`config.mk`:
```
export PLATFORM = sky130hd
export DESIGN_NAME = obs_tap
export DESIGN_NICKNAME = d
export VERILOG_FILES = /design/src/rtl/tap_pkg.sv /design/src/rtl/tap_ctrl.sv /design/src/rtl/tap_ireg.sv /design/src/rtl/tap_dregs.sv /design/src/rtl/obs_tap.sv
export SDC_FILE = /design/constraint.sdc
export NUM_CORES = 1
export LEC_CHECK = 0
export BUFFER_PORTS_ARGS = -buffer_cell sky130_fd_sc_hd__buf_2
export CORE_UTILIZATION = 50
export DETAILED_ROUTE_END_ITERATION = 10
export PLACE_DENSITY_LB_ADDON = 0.12
export SLEW_MARGIN = 10
export SYNTH_ARGS = -nofsm -noshare
export SYNTH_HDL_FRONTEND = slang
export SYNTH_SLANG_ARGS = --single-unit
```
`constraint.sdc`:
```
create_clock -name tck -period 2.1 [get_ports tck]
set_input_delay 0.42 -clock tck [delete_from_list [all_inputs] [get_ports tck]]
set_output_delay 0.42 -clock tck [all_outputs]
set_load 0.02 [all_outputs]
```
`src/rtl/tap_pkg.sv`:
```
package tap_pkg;

    localparam int IR_W = 3;
    localparam int ID_W = 32;

    typedef enum logic [3:0] {
        S_TLR, S_RTI,
        S_SEL_DR, S_CAP_DR, S_SH_DR, S_EX1_DR, S_PAU_DR, S_EX2_DR, S_UPD_DR,
        S_SEL_IR, S_CAP_IR, S_SH_IR, S_EX1_IR, S_PAU_IR, S_EX2_IR, S_UPD_IR
    } tap_state_e;

    typedef logic [IR_W-1:0] op_t;

    localparam op_t OP_EXTEST  = 3'b000;
    localparam op_t OP_IDCODE  = 3'b001;
    localparam op_t OP_SAMPLEZ = 3'b010;
    localparam op_t OP_SAMPLE  = 3'b100;
    localparam op_t OP_BYPASS  = 3'b111;
    localparam op_t IR_CAPTURE = 3'b001;

    typedef enum logic [1:0] {PATH_BYP, PATH_ID, PATH_BSR} dr_path_e;

    function automatic tap_state_e tap_next(input tap_state_e s, input logic m);
        tap_state_e n;
        unique case (s)
            S_TLR:    n = m ? S_TLR    : S_RTI;
            S_RTI:    n = m ? S_SEL_DR : S_RTI;
            S_SEL_DR: n = m ? S_SEL_IR : S_CAP_DR;
            S_CAP_DR: n = m ? S_EX1_DR : S_SH_DR;
            S_SH_DR:  n = m ? S_EX1_DR : S_SH_DR;
            S_EX1_DR: n = m ? S_UPD_DR : S_PAU_DR;
            S_PAU_DR: n = m ? S_EX2_DR : S_PAU_DR;
            S_EX2_DR: n = m ? S_UPD_DR : S_SH_DR;
            S_UPD_DR: n = m ? S_SEL_DR : S_RTI;
            S_SEL_IR: n = m ? S_TLR    : S_CAP_IR;
            S_CAP_IR: n = m ? S_EX1_IR : S_SH_IR;
            S_SH_IR:  n = m ? S_EX1_IR : S_SH_IR;
            S_EX1_IR: n = m ? S_UPD_IR : S_PAU_IR;
            S_PAU_IR: n = m ? S_EX2_IR : S_PAU_IR;
            S_EX2_IR: n = m ? S_UPD_IR : S_SH_IR;
            S_UPD_IR: n = m ? S_SEL_DR : S_RTI;
            default:  n = S_TLR;
        endcase
        return n;
    endfunction

    function automatic dr_path_e path_of(input op_t op);
        dr_path_e p;
        case (op)
            OP_IDCODE:                        p = PATH_ID;
            OP_EXTEST, OP_SAMPLEZ, OP_SAMPLE: p = PATH_BSR;
            OP_BYPASS:                        p = PATH_BYP;
            default:                          p = PATH_BYP;
        endcase
        return p;
    endfunction

    function automatic logic hiz_of(input op_t op);
        return (op == OP_EXTEST) || (op == OP_SAMPLEZ);
    endfunction

endpackage

```
`src/rtl/tap_ctrl.sv`:
```
module tap_ctrl
    import tap_pkg::*;
(
    input  logic       tck,
    input  logic       trst_n,
    input  logic       tms,
    output tap_state_e state_q,
    output tap_state_e state_d
);

    typedef struct packed {
        tap_state_e st;
    } ctrl_t;

    ctrl_t q, d;

    always_comb begin
        d    = q;
        d.st = tap_next(q.st, tms);
    end

    always_ff @(posedge tck or negedge trst_n) begin
        if (!trst_n) q <= '{st: S_TLR};
        else         q <= d;
    end

    assign state_q = q.st;
    assign state_d = d.st;


    tlr_hold_chk: assert property (@(posedge tck) disable iff (!trst_n)
        (q.st == S_TLR && tms) |=> (q.st == S_TLR));


    upd_exit_chk: assert property (@(posedge tck) disable iff (!trst_n)
        ((q.st == S_UPD_DR || q.st == S_UPD_IR) && !tms) |=> (q.st == S_RTI));

endmodule

```
`src/rtl/tap_ireg.sv`:
```
module tap_ireg
    import tap_pkg::*;
(
    input  logic       tck,
    input  logic       trst_n,
    input  logic       tdi,
    input  tap_state_e state_q,
    input  tap_state_e state_d,
    output op_t        active,
    output logic       ir_lsb
);

    typedef struct packed {
        op_t sh;
        op_t act;
    } ir_t;

    ir_t q, d;

    always_comb begin
        d = q;
        if (state_q == S_CAP_IR)
            d.sh = IR_CAPTURE;
        else if (state_q == S_SH_IR)
            d.sh = {tdi, q.sh[IR_W-1:1]};

        if (state_d == S_TLR)
            d.act = OP_IDCODE;
        else if (state_d == S_UPD_IR)
            d.act = q.sh;
    end

    always_ff @(posedge tck or negedge trst_n) begin
        if (!trst_n) q <= '{sh: IR_CAPTURE, act: OP_IDCODE};
        else         q <= d;
    end

    assign active = q.act;
    assign ir_lsb = q.sh[0];


    act_hold_chk: assert property (@(posedge tck) disable iff (!trst_n)
        (state_d != S_UPD_IR && state_d != S_TLR) |=> $stable(q.act));


    tlr_id_chk: assert property (@(posedge tck) disable iff (!trst_n)
        (state_q == S_TLR) |-> (q.act == OP_IDCODE));


    ir_cap_chk: assert property (@(posedge tck) disable iff (!trst_n)
        (state_q == S_CAP_IR) |=> (q.sh == IR_CAPTURE));

endmodule

```
`src/rtl/tap_dregs.sv`:
```
module tap_dregs
    import tap_pkg::*;
#(
    parameter int              BSR_LEN  = 16,
    parameter logic [ID_W-1:0] ID_VALUE = 32'h3B2C_60A5
)
(
    input  logic               tck,
    input  logic               trst_n,
    input  logic               tdi,
    input  tap_state_e         state_q,
    input  op_t                active,
    input  logic [BSR_LEN-1:0] pad_snap,
    output logic               dr_lsb
);

    typedef struct packed {
        logic               byp;
        logic [ID_W-1:0]    idr;
        logic [BSR_LEN-1:0] bsr;
    } dr_t;

    dr_t                q, d;
    dr_path_e           path;
    logic               cap, sh;
    logic [BSR_LEN-1:0] bsr_shift;

    generate
        if (BSR_LEN > 1) begin : g_wide
            assign bsr_shift = {tdi, q.bsr[BSR_LEN-1:1]};
        end else begin : g_single
            assign bsr_shift = tdi;
        end
    endgenerate

    assign path = path_of(active);
    assign cap  = (state_q == S_CAP_DR);
    assign sh   = (state_q == S_SH_DR);

    always_comb begin
        d = q;
        unique case (path)
            PATH_ID: begin
                if (cap)     d.idr = ID_VALUE;
                else if (sh) d.idr = {tdi, q.idr[ID_W-1:1]};
            end
            PATH_BSR: begin
                if (cap)     d.bsr = pad_snap;
                else if (sh) d.bsr = bsr_shift;
            end
            default: begin
                if (cap)     d.byp = 1'b0;
                else if (sh) d.byp = tdi;
            end
        endcase
    end

    always_ff @(posedge tck or negedge trst_n) begin
        if (!trst_n) q <= '{byp: 1'b0, idr: ID_VALUE, bsr: '0};
        else         q <= d;
    end

    always_comb begin
        unique case (path)
            PATH_ID:  dr_lsb = q.idr[0];
            PATH_BSR: dr_lsb = q.bsr[0];
            default:  dr_lsb = q.byp;
        endcase
    end


    byp_cap_chk: assert property (@(posedge tck) disable iff (!trst_n)
        (cap && path == PATH_BYP) |=> (q.byp == 1'b0));


    byp_shift_chk: assert property (@(posedge tck) disable iff (!trst_n)
        (sh && path == PATH_BYP) |=> (q.byp == $past(tdi)));


    bsr_cap_chk: assert property (@(posedge tck) disable iff (!trst_n)
        (cap && path == PATH_BSR) |=> (q.bsr == $past(pad_snap)));


    upd_quiet_chk: assert property (@(posedge tck) disable iff (!trst_n)
        (state_q == S_UPD_DR) |=> $stable(q));

endmodule

```
`src/rtl/obs_tap.sv`:
```
module obs_tap
    import tap_pkg::*;
#(
    parameter int              BSR_LEN  = 16,
    parameter logic [ID_W-1:0] ID_VALUE = 32'h3B2C_60A5
)
(
    input  logic               tck,
    input  logic               trst_n,
    input  logic               tms,
    input  logic               tdi,
    input  logic [BSR_LEN-1:0] pad_snap,
    output logic               tdo,
    output logic               tdo_en,
    output logic               out_hiz
);

    tap_state_e state_q, state_d;
    op_t        active;
    logic       ir_lsb, dr_lsb;

    tap_ctrl u_ctrl (
        .tck     (tck),
        .trst_n  (trst_n),
        .tms     (tms),
        .state_q (state_q),
        .state_d (state_d)
    );

    tap_ireg u_ireg (
        .tck     (tck),
        .trst_n  (trst_n),
        .tdi     (tdi),
        .state_q (state_q),
        .state_d (state_d),
        .active  (active),
        .ir_lsb  (ir_lsb)
    );

    tap_dregs #(.BSR_LEN(BSR_LEN), .ID_VALUE(ID_VALUE)) u_dregs (
        .tck      (tck),
        .trst_n   (trst_n),
        .tdi      (tdi),
        .state_q  (state_q),
        .active   (active),
        .pad_snap (pad_snap),
        .dr_lsb   (dr_lsb)
    );

    typedef struct packed {
        logic tdo;
        logic en;
    } out_t;

    out_t o_q, o_d;

    always_comb begin
        o_d.en  = (state_q == S_SH_IR) || (state_q == S_SH_DR);
        o_d.tdo = 1'b0;
        if (state_q == S_SH_IR)      o_d.tdo = ir_lsb;
        else if (state_q == S_SH_DR) o_d.tdo = dr_lsb;
    end

    always_ff @(negedge tck or negedge trst_n) begin
        if (!trst_n) o_q <= '{tdo: 1'b0, en: 1'b0};
        else         o_q <= o_d;
    end

    assign tdo     = o_q.tdo;
    assign tdo_en  = o_q.en;
    assign out_hiz = hiz_of(active);


    tdo_en_chk: assert property (@(posedge tck) disable iff (!trst_n)
        tdo_en |-> (state_q == S_SH_IR || state_q == S_SH_DR));


    hiz_quiet_chk: assert property (@(posedge tck) disable iff (!trst_n)
        (state_d != S_UPD_IR && state_d != S_TLR) |=> $stable(out_hiz));

endmodule

```
Yosys cells after proc, flatten, opt, wreduce, memory -nomap -nowiden. Cells that the tools add are included.

Register bits: 61. Input port bits: 20. Output and inout port bits: 3. Word-level logic and storage cells: 73.

Equality and inequality tests: 21. Multiplexer cells: 27. Bitwise gates (word level): 1. Reductions and logical operators: 16.

Operators by type and width (number): two-way mux 32 bit (2); one-hot mux 4 bit (12 select lines) (1); equality test 4 bit (second input constant) (9); two-way mux 16 bit (2); two-way mux 3 bit (6); equality test 4 x 3 -> 1 bit (second input constant) (4); two-way mux 4 bit (4); equality test 4 x 2 -> 1 bit (second input constant) (2); zero test 4 bit (2); two-way mux 1 bit (7); two-way mux 2 bit (3); AND reduction 2 bit (3); nonzero test 2 bit (3); OR reduction 2 bit (3); OR reduction 3 bit (2); equality test 4 x 1 -> 1 bit (second input constant) (1); one-hot mux 2 bit (2 select lines) (1); equality test 3 x 1 -> 1 bit (second input constant) (1); equality test 3 x 2 -> 1 bit (second input constant) (1); equality test 3 bit (second input constant) (1); zero test 3 bit (1); equality test 2 x 1 -> 1 bit (second input constant) (1); equality test 2 bit (second input constant) (1); logical OR 1 bit (2); 2 further kinds (2).

Logic depth before layout (Yosys ltp).
Depth after elaboration: 7. Depth in mapped cells: 8. Gate-level depth less buffers: 7.

Hierarchy. A second synthesis with hierarchy kept.

Cells, all modules: 265. Area, all modules: 3203.1 µm².

Modules (own cells, without submodules): tap_dregs (instances 1, cells an instance 187, area an instance 2491.1 µm², sequential area each 1243.7 µm²); tap_ctrl (instances 1, cells an instance 37, area an instance 314.1 µm², sequential area each 100.1 µm²); tap_ireg (instances 1, cells an instance 32, area an instance 301.5 µm², sequential area each 152.6 µm²); obs_tap (instances 1, cells an instance 9, area an instance 96.3 µm², sequential area each 50.0 µm²).

==> results_dict.tcl <==
set metrics [dict create \
    status "finished with violations" \
    violations "negative setup slack" \
    final_core_util_pct 62.6 \
    ctsLongestPathBuffers 2 \
    hpwlAfterDp_um 3280 \
    grt_use_total_pct 20.0 \
    ys_top_cells_by_area "dfrtp_1 (39%), dfstp_2 (15%), nand2_1 (10%)" \
    ios 23 \
    die_width_um 76.7 \
    cellLeakagePower_nw 1.42 \
    final.fill_count 451 \
    synthMostInstantiatedCell "nand2_1" \
    relSlewSlack_pct 52.5 \
    cp.arrival_ps 1600 \
    area.sequential_um2 1550 \
    multiInputGateArea_um2 1150 \
    max-cap-violations 0 \
    synth.distinct_cells 37 \
    fin_nets 352 \
    holdCritPathClass "primary input to register" \
    clk_latency_ps 330 \
    wl_per_cell_um 12.8 \
    syn_area_um2 2790 \
    drt_wl_total_um 5170 \
    cp_max_fo 3 \
    synth_edf_count 0 \
    grt_pass1_wl_um 9200 \
    timing.rr.end "tdo$_DFF_NN0_" \
    clock-sinks 61 \
    setup_viol 3 \
    routed-via-count 2092 \
    whs_endpoint "u_ireg.q[5]$_DFFE_PN0N_" \
    clkTransAtPathRegs_ps 70 \
    synthTopCellsByCount "nand2_1 (77), o21ai_1 (45), dfrtp_1 (43), nor2_1 (21), dfstp_2 (16)" \
    critPathLaunchType "register" \
    syn-mean-instance-area_um2 9.39 \
    cp-end-kind "register" \
    r2r_start "u_ireg.active[0]$_DFFE_PN1P_" \
    via_per_inst 5.17 \
    die_y_um 76.7 \
    syn_inst 297 \
    yosysTopAreaCell "dfrtp_1" \
    core_area_um2 5240 \
    rsz0062_at_grt "true" \
    dieArea_um2 5880 \
    worst_pin_slew_ps 713 \
    antenna_found_initial 0 \
    clockRootBuffer "clkbuf_8" \
    rows 26 \
    first_global_vias 2100 \
    synth_fp_nets 319 \
    critPathRequiredTime_ps 1220 \
    yosys_register_bits 61 \
    vdd_drop_max_uv 855 \
    min_delay_path_depth 3 \
    rrSetupSlack_ps -380 \
    overflow 0 \
    drv_slew 0 \
    grt_max_degree 58 \
    ys_async_sr_fraction_pct 100 \
    cts_tree "built" \
    layout-drive-gt1-share_pct 23.6 \
    gp_congestion 0.780 \
    finalHoldViolCount 0 \
    drc_errors 0 \
    cts_buffers 9 \
    p_per_area_nw_per_um2 1520 \
    setup.worst_path.class "register to register" \
    port_buffers 22 \
    ys_warn_count 0 \
    total_power_mw 4.98 \
    htree_levels 3 \
    initial_core_util_pct 53.2 \
    detail-route-antenna-nets 0 \
    holdCritStartpoint "tdi" \
    drt_pass1_iterations 4 \
    rr_worst_depth 5 \
    ys_seq_area_share_pct 55.5 \
    worst_slack_ps -379 \
    area_delta_synth_final_pct 17.5 \
    yosysTopAreaCellShare_pct 38.6 \
    finalClockSkew_ps 11.4 \
    synth_ff_type "dfrtp_1" \
    drtIter0Drc 83 \
    n_antenna_cell 0 \
]
==> cells in the final DEF (no fill, tap or decap), types with 2 or more instances in the layout <==
cell,netlist,layout
ha_2,0,2
clkinv_2,0,2
nor2b_1,4,4
inv_1,4,4
nor2_1,21,21
o21ai_1,45,46
nand2_1,77,77
nand3_1,3,3
o21ai_4,1,2
a21oi_1,10,9
buf_6,0,2
buf_4,1,18
clkbuf_8,0,10
nand2b_1,2,2
clkbuf_1,4,2
nor3_1,2,2
dfrtn_1,2,2
buf_2,13,20
o21ai_0,13,12
dfstp_2,16,16
a32o_1,2,2
dfrtp_1,43,43
mux2i_1,15,15
==> through the flow <==
step	area (µm²)	hold slack [ps]	TNS, ps	setup WS (ps)	cells
detailed placement	3030	252	-365	-365	386
finish	3280	359	-804	-379	405
global route	3280	347	-929	-439	405
global placement	3030	248	-330	-330	386
floorplan	2800	124	-312	-312	297
CTS	3250	339	-846	-380	403
==> cell type report <==
type                            instances  area share (%)
Tap cell                               70            2.67
Clock buffer                           12            4.43
Inverter                                4           0.458
Timing Repair Buffer                   42            8.78
Clock inverter                          4            1.45
Multi-Input combinational cell        212            35.0
Sequential cell                        61            47.2
==> worst max-delay path: stages (launching register included) <==
cell	delay (ps)
dfstp_2	550
nand2_1	80
ha_2	200
a22oi_2	150
o21ai_1	90
a32o_1	200
==> logic make-up after synthesis <==
group                      Yosys count  synth area share, %
xor gates and xnor gates             1                0.314
DFF                                 61                 55.5
AOI/OAI and AO/OA                   81                 16.4
muxes                               16                 5.79
and+or+nand+nor                    112                 17.0
adders and majority gates            2                0.898
buffers and inverters               24                 4.13
==> flip-flops by register name, indices dropped and copies added, names as in the netlist <==
name,cells
u_dregs.bsr_shift,15
tdo,1
u_ireg.q,2
tdo_en,1
u_ireg.active,3
u_ctrl.state_q,4
u_dregs.q,34
u_ireg.ir_lsb,1
==> where the power goes <==
part / total, mW / leakage [nW] / switching, mW / internal (mW)
clock: 1.02 / 0.0964 / 0.445 / 0.577
combinational: 1.93 / 0.606 / 1.08 / 0.856
sequential: 2.03 / 0.722 / 0.275 / 1.75
total: 4.98 / 1.42 / 1.80 / 3.19
==> worst max path at each step <==
stage	start	endpoint	slack (ps)
floorplan	u_ireg.active[0]$_DFFE_PN1P_	tdo$_DFF_NN0_	-310
global placement	u_ireg.active[0]$_DFFE_PN1P_	tdo$_DFF_NN0_	-330
detailed placement	u_ireg.active[0]$_DFFE_PN1P_	tdo$_DFF_NN0_	-370
CTS	u_ireg.active[0]$_DFFE_PN1P_	tdo$_DFF_NN0_	-380
global route	u_ireg.active[2]$_DFFE_PN0P_	tdo$_DFF_NN0_	-440
finish	u_ireg.active[0]$_DFFE_PN1P_	tdo$_DFF_NN0_	-380
==> metal layers <==
layer | vias to the layer above | track usage [%] | share of wire, %
met5 | - | 0 | 0
met2 | 26 | 32.0 | 46
met1 | 988 | 25.8 | 49
met3 | 12 | 3.93 | 2.5
met4 | 0 | 10.4 | 1.8
li1 | 1066 | - | -
==> what timing repair did <==
action	in CTS	in global routing
hold buffers	1	0
setup endpoints to repair	3	19
endpoints found under the hold margin	2	0
setup buffers	0	2
resized for setup	4	2
pin swaps	0	5
No activity file was read; power rests on OpenSTA's default activity.
